--- config.mk ---
export PLATFORM = sky130hd
export DESIGN_NAME = spi_hold_frontend
export DESIGN_NICKNAME = d
export VERILOG_FILES = /design/src/rtl/spi_fe_pkg.sv /design/src/rtl/spi_fe_sync.sv /design/src/rtl/spi_fe_ctrl.sv /design/src/rtl/spi_fe_rx.sv /design/src/rtl/spi_fe_tx.sv /design/src/rtl/spi_hold_frontend.sv
export SDC_FILE = /design/constraint.sdc
export NUM_CORES = 1
export LEC_CHECK = 0
export BUFFER_PORTS_ARGS = -buffer_cell sky130_fd_sc_hd__buf_2
export CAP_MARGIN = 15
export CORE_MARGIN = 8
export CORE_UTILIZATION = 60
export DETAILED_ROUTE_END_ITERATION = 12
export PLACE_DENSITY = 0.84
export SKIP_CTS_REPAIR_TIMING = 1
export SYNTH_ARGS = -nofsm -noshare
export SYNTH_HDL_FRONTEND = slang
export SYNTH_SLANG_ARGS = --single-unit
--- constraint.sdc ---
create_clock -name clk -period 3.55 [get_ports clk]
set_clock_uncertainty 0.15 [all_clocks]
set_input_delay 0.355 -clock clk [delete_from_list [all_inputs] [get_ports clk]]
set_output_delay 0.355 -clock clk [all_outputs]
set_load 0.01 [all_outputs]
--- src/rtl/spi_fe_pkg.sv ---
package spi_fe_pkg;
  // qualified serial clock events, one system cycle wide
  typedef struct packed {
    logic rise;
    logic fall;
  } spi_fe_edge_t;
endpackage

--- src/rtl/spi_fe_sync.sv ---
module spi_fe_sync #(
  parameter int   STAGES = 2,
  parameter logic INIT   = 1'b0
) (
  input  logic clk,
  input  logic rst_n,
  input  logic d,
  output logic q
);
  logic [STAGES-1:0] chain;

  always_ff @(posedge clk or negedge rst_n) begin
    if (!rst_n) chain <= {STAGES{INIT}};
    else        chain <= {chain[STAGES-2:0], d};
  end

  assign q = chain[STAGES-1];
endmodule

--- src/rtl/spi_fe_ctrl.sv ---
module spi_fe_ctrl
  import spi_fe_pkg::*;
(
  input  logic         clk,
  input  logic         rst_n,
  input  logic         sck_s,
  input  logic         cs_n_s,
  input  logic         hold_n_s,
  output logic         active,
  output logic         paused,
  output spi_fe_edge_t edge_q,
  output logic         start_evt,
  output logic         end_evt
);
  logic sck_d, cs_d, hold_d;
  logic cs_fall, cs_rise, hold_fall, hold_rise, run;

  // previous samples; reset values match the synchroniser reset values so
  // that no edge is seen right after reset
  always_ff @(posedge clk or negedge rst_n) begin
    if (!rst_n) begin
      sck_d  <= 1'b0;
      cs_d   <= 1'b0;
      hold_d <= 1'b1;
    end else begin
      sck_d  <= sck_s;
      cs_d   <= cs_n_s;
      hold_d <= hold_n_s;
    end
  end

  assign cs_fall   = cs_d & ~cs_n_s;
  assign cs_rise   = ~cs_d & cs_n_s;
  assign hold_fall = hold_d & ~hold_n_s;
  assign hold_rise = ~hold_d & hold_n_s;

  always_ff @(posedge clk or negedge rst_n) begin
    if (!rst_n) begin
      active <= 1'b0;
      paused <= 1'b0;
    end else if (cs_fall) begin
      active <= 1'b1;
      paused <= 1'b0;
    end else if (cs_rise) begin
      active <= 1'b0;
      paused <= 1'b0;
    end else if (active) begin
      if (!paused && hold_fall && !sck_s)     paused <= 1'b1;
      else if (paused && hold_rise && !sck_s) paused <= 1'b0;
    end
  end

  assign run         = active & ~paused;
  assign edge_q.rise = run & ~sck_d & sck_s;
  assign edge_q.fall = run & sck_d & ~sck_s;
  assign start_evt   = cs_fall;
  assign end_evt     = cs_rise & active;
endmodule

--- src/rtl/spi_fe_rx.sv ---
module spi_fe_rx #(
  parameter int DATA_W = 8,
  parameter int CNT_W  = 8
) (
  input  logic              clk,
  input  logic              rst_n,
  input  logic              rise,
  input  logic              si_s,
  input  logic              start_evt,
  input  logic              end_evt,
  output logic              at_boundary,
  output logic              rx_valid_o,
  output logic [DATA_W-1:0] rx_data_o,
  output logic              end_o,
  output logic [CNT_W-1:0]  end_bytes_o,
  output logic              end_partial_o
);
  localparam int BIT_W = (DATA_W > 2) ? $clog2(DATA_W) : 1;
  localparam logic [BIT_W-1:0] LAST_BIT = BIT_W'(DATA_W - 1);

  logic [BIT_W-1:0]  bit_cnt;
  logic [CNT_W-1:0]  byte_cnt;
  logic [DATA_W-1:0] shreg;
  logic [DATA_W-1:0] next_sh;

  assign next_sh     = {shreg[DATA_W-2:0], si_s};
  assign at_boundary = (bit_cnt == '0);

  always_ff @(posedge clk or negedge rst_n) begin
    if (!rst_n) begin
      bit_cnt       <= '0;
      byte_cnt      <= '0;
      shreg         <= '0;
      rx_valid_o    <= 1'b0;
      rx_data_o     <= '0;
      end_o         <= 1'b0;
      end_bytes_o   <= '0;
      end_partial_o <= 1'b0;
    end else begin
      rx_valid_o <= 1'b0;
      end_o      <= 1'b0;
      if (start_evt) begin
        bit_cnt  <= '0;
        byte_cnt <= '0;
      end else if (end_evt) begin
        end_o         <= 1'b1;
        end_bytes_o   <= byte_cnt;
        end_partial_o <= (bit_cnt != '0);
        bit_cnt       <= '0;
      end else if (rise) begin
        shreg <= next_sh;
        if (bit_cnt == LAST_BIT) begin
          bit_cnt    <= '0;
          byte_cnt   <= byte_cnt + CNT_W'(1);
          rx_valid_o <= 1'b1;
          rx_data_o  <= next_sh;
        end else begin
          bit_cnt <= bit_cnt + BIT_W'(1);
        end
      end
    end
  end
endmodule

--- src/rtl/spi_fe_tx.sv ---
module spi_fe_tx #(
  parameter int DATA_W = 8
) (
  input  logic              clk,
  input  logic              rst_n,
  input  logic              rise,
  input  logic              fall,
  input  logic              start_evt,
  input  logic              at_boundary,
  input  logic [DATA_W-1:0] tx_data_i,
  output logic              tx_req_o,
  output logic              so_o
);
  logic [DATA_W-1:0] sh;
  logic              armed;   // a rising edge has been seen since the last fall
  logic              shift_ok;
  logic              load;

  assign shift_ok = fall & armed;
  assign load     = start_evt | (shift_ok & at_boundary);
  assign tx_req_o = load;
  assign so_o     = sh[DATA_W-1];

  always_ff @(posedge clk or negedge rst_n) begin
    if (!rst_n) begin
      sh    <= '0;
      armed <= 1'b0;
    end else begin
      if (load)          sh <= tx_data_i;
      else if (shift_ok) sh <= {sh[DATA_W-2:0], 1'b0};

      if (start_evt) armed <= 1'b0;
      else if (rise) armed <= 1'b1;
      else if (fall) armed <= 1'b0;
    end
  end
endmodule

--- src/rtl/spi_hold_frontend.sv ---
module spi_hold_frontend
  import spi_fe_pkg::*;
#(
  parameter int DATA_W      = 8,
  parameter int CNT_W       = 8,
  parameter int SYNC_STAGES = 2
) (
  input  logic              clk,
  input  logic              rst_n,
  input  logic              sck_i,
  input  logic              cs_n_i,
  input  logic              si_i,
  input  logic              hold_n_i,
  output logic              so_o,
  output logic              so_oe_o,
  output logic              rx_valid_o,
  output logic [DATA_W-1:0] rx_data_o,
  output logic              tx_req_o,
  input  logic [DATA_W-1:0] tx_data_i,
  output logic              start_o,
  output logic              end_o,
  output logic [CNT_W-1:0]  end_bytes_o,
  output logic              end_partial_o
);
  localparam int NSIG = 4;
  // bit order: {pause, data-in, select, clock}; select resets low so a
  // select held low through reset never reads as a fresh falling edge
  localparam logic [NSIG-1:0] SYNC_INIT = 4'b1000;

  logic [NSIG-1:0] pins_raw, pins_s;
  logic            active, paused, start_evt, end_evt, at_boundary;
  spi_fe_edge_t    edge_q;

  assign pins_raw = {hold_n_i, si_i, cs_n_i, sck_i};

  for (genvar g = 0; g < NSIG; g++) begin : g_sync
    spi_fe_sync #(.STAGES(SYNC_STAGES), .INIT(SYNC_INIT[g])) u_sync (
      .clk  (clk),
      .rst_n(rst_n),
      .d    (pins_raw[g]),
      .q    (pins_s[g])
    );
  end

  spi_fe_ctrl u_ctrl (
    .clk      (clk),
    .rst_n    (rst_n),
    .sck_s    (pins_s[0]),
    .cs_n_s   (pins_s[1]),
    .hold_n_s (pins_s[3]),
    .active   (active),
    .paused   (paused),
    .edge_q   (edge_q),
    .start_evt(start_evt),
    .end_evt  (end_evt)
  );

  spi_fe_rx #(.DATA_W(DATA_W), .CNT_W(CNT_W)) u_rx (
    .clk          (clk),
    .rst_n        (rst_n),
    .rise         (edge_q.rise),
    .si_s         (pins_s[2]),
    .start_evt    (start_evt),
    .end_evt      (end_evt),
    .at_boundary  (at_boundary),
    .rx_valid_o   (rx_valid_o),
    .rx_data_o    (rx_data_o),
    .end_o        (end_o),
    .end_bytes_o  (end_bytes_o),
    .end_partial_o(end_partial_o)
  );

  spi_fe_tx #(.DATA_W(DATA_W)) u_tx (
    .clk        (clk),
    .rst_n      (rst_n),
    .rise       (edge_q.rise),
    .fall       (edge_q.fall),
    .start_evt  (start_evt),
    .at_boundary(at_boundary),
    .tx_data_i  (tx_data_i),
    .tx_req_o   (tx_req_o),
    .so_o       (so_o)
  );

  always_ff @(posedge clk or negedge rst_n) begin
    if (!rst_n) start_o <= 1'b0;
    else        start_o <= start_evt;
  end

  assign so_oe_o = active & ~paused;
endmodule

==> metrics <==
# fillers=273; Num CTS Buffers=9; first-pass GRT wire length=7.507 mm; clock sinks=60; FF-to-FF Start=g_sync[1].u_sync.chain[1]; critical path's slowest cell=ha_1; initial core utilization=0.6312; CTS clk-pin slew, worst paths=0.07 ns; # rows=23; post-route ant nets=0; Mapped Cells=206; max incr delay on CP=0.61 ns; Ant. Diodes=0; final setup violation count=0; via count=1,716; power after layout=1.433 mW; Post-Synth Simple-Gate Area=0.1114; critical-path cell list=inv_1, ha_1, clkinv_1, a21boi_0, buf_2; CORE AREA=0.004058 mm²; Longest Clk Path Bufs=2; final hold violation count=38; grt peak-use layer=met2; via/cell ratio=5.645; critical path class=register to output port; Synth Flop Type=dfrtp_1; worst-path fanout max=18; Multi-input gate area=948.4 µm²; fin. max-slew vios=0; Detailed Route Iter0 Violations=124; Netlist Area Pre-Place=0.002561 mm²; Tcrit/Tclk final=0.7683; synth-to-layout area growth=16.22%; most frequent cells in the layout=57 x dfrtp_1, 36 x buf_2, 21 x mux2_2; Nets=269; Seq/Total Area, Yosys=0.5877; Total GRT Usage=0.1501; crit path capture type=output port; TritonRoute pass-1 iters=4; main combinational cell family by area after synthesis=compound AO/OA/AOI/OAI gates; Yosys reg bits=60; Synth Warn #=0; WP data required=3.04 ns; Netlist cell types=40; CP top delay family=buffers and inverters; root buf cell=clkbuf_8; Seq. cell area=0.001505 mm²; average wire per standard cell=14.99 µm; M2 GR Usage=0.2251; TNS Setup=0 ns; VDD IR max=283.7 µV; crit path DAT=2.22 ns; multiplexer share of the synthesized area=0.1006; Die Area=0.006615 mm²; Syn Area/Cell=12.43 µm²; XOR/XNOR Fraction of Synth Area=0; Static Leakage=1.428 nW; synthesized-area fraction occupied by adder cells=0.02931; max cap viols=0; RSZ-0062 raised after global routing=false; met3 Track Usage GR=0.05519; TritonCTS clock tree=yes; WL final=4.556 mm; min cycle time layout=2.727 ns; number of I/O port buffers=36; drc violations=0; Synth Area in Compound Gates=0.1290; DP HPWL=3.058 mm; Hold Path Class=input pin to async pin; Critical Path Start Type=register; met1 usage=0.1784; Fin Hold WS=-0.02951 ns; number of synthesized flops with an enable pin=0; Die Height=81.34 µm; failing checks=hold timing; pwr/cell area=481.5 mW/mm²; Die X=81.34 µm; fmax=0.3666 GHz; outcome=finished with violations; relative slew slack=0.4403; initial antenna violation count=0; commonest non-fill, non-tap cell in the layout=dfrtp_1; largest net degree at the start of global routing=40; Buf/Inv on CP=3; fraction of layout cells with a size suffix above 1=0.3150; gr ovfl total=0; Clk Latency, worst-skew pair=0.34 ns; Ports=37; Worst Setup SP=g_sync[1].u_sync.chain[1]; vias in the first global route=1,702; synthesized net count=226; Final GP Congestion=0.8270; H-tree levels=3; asr flop ratio synth=1.000; measured slew at the worst slew-check pin=0.8395 ns
## worst register-to-register path, stage by stage, from the launching register on
cell and delay, ns:
dfrtp_1 0.39, inv_1 0.06, ha_1 0.61, nand3b_1 0.51
mux2_2 0.39
## synthesized netlist by cell type (4+ instances only)
cell type	count	area (µm²)
o31ai_1	5	37.54
dfrtp_1	57	1426
mux2_2	21	236.5
buf_2	5	25.02
o21ai_0	16	80.08
or4_1	4	30.03
nand3_1	9	45.04
inv_1	11	41.29
ha_1	6	75.07
a21oi_1	10	50.05
or3_1	4	25.02
a31oi_1	8	50.05
nand2_1	6	22.52
a211oi_1	7	52.55
## logic make-up after synthesis
kind of cell             Yosys count
adder cells (fa/ha/maj)            6
buffers and inverters             23
flip-flops                        60
multiplexers                      23
AND/OR/NAND/NOR                   41
AO/OA/AOI/OAI                     53
## power breakdown
| part | total (mW) | switching [mW] | leakage [nW] | internal [mW] |
|---|---|---|---|---|
| Sequential | 0.767 | 0.0355 | 0.779 | 0.732 |
| Clock | 0.534 | 0.244 | 0.0905 | 0.290 |
| Combinational | 0.132 | 0.0691 | 0.559 | 0.0627 |
| Total | 1.43 | 0.349 | 1.43 | 1.08 |
## final timing paths
kind,end,slack (ns),depth (start not counted)
max,tx_req_o,0.82,5
min,u_tx.sh[6],-0.03,1
max reg2reg,u_rx.end_bytes_o[4],1.32,4
min reg2reg,g_sync[0].u_sync.chain[1],0.20,0
max in group asynchronous,u_ctrl.hold_d,2.42,2
min in group clk,u_tx.sh[0],0.13,3
## sequential cells by signal, summed over array words and instances (netlist names)
register and flops:
u_ctrl.paused 1, u_ctrl.active 1, u_rx.rx_data_o 8, u_rx.byte_cnt 8, u_rx.bit_cnt 3, u_rx.shreg 7
u_tx.sh 8, u_rx.end_partial_o 1, u_ctrl.cs_d 1, u_rx.end_o 1, u_ctrl.hold_d 1, u_rx.end_bytes_o 8
start_o 1, u_tx.armed 1, g_sync.u_sync.chain 8, u_rx.rx_valid_o 1, u_ctrl.sck_d 1
## cell type report
class / count / share of cell area
multi-input combinational: 123 / 0.3186
clock inverter: 2 / 0.003363
timing repair buffer: 43 / 0.08155
clock buffer: 14 / 0.05464
inverter: 12 / 0.01513
sequential: 60 / 0.5057
tap: 50 / 0.02102
## layer usage
metal / up-vias / routed length (µm) / share of wire
met1: 822 / 2118 / 0.46
met4: 0 / 136 / 0.030
met2: 38 / 2053 / 0.45
met5: - / 0 / 0
li1: 842 / - / -
met3: 14 / 249 / 0.055
## metrics by stage
stage | utilization | std cells | area, µm² | setup WS, ns | hold WS (ns)
6_report | 0.7336 | 304 | 2977 | 0.8225 | -0.02951
5_1_grt | 0.7336 | 304 | 2977 | 0.5560 | 0.04980
4_1_cts | 0.7237 | 300 | 2937 | 0.7947 | -0.04676
3_5_place_dp | 0.6812 | 284 | 2764 | 1.162 | 0.1864
3_3_place_gp | 0.6812 | 284 | 2764 | 1.209 | 0.1813
2_1_floorplan | - | 206 | 2561 | 1.582 | -0.09059
(Power assumes the default switching activity.)
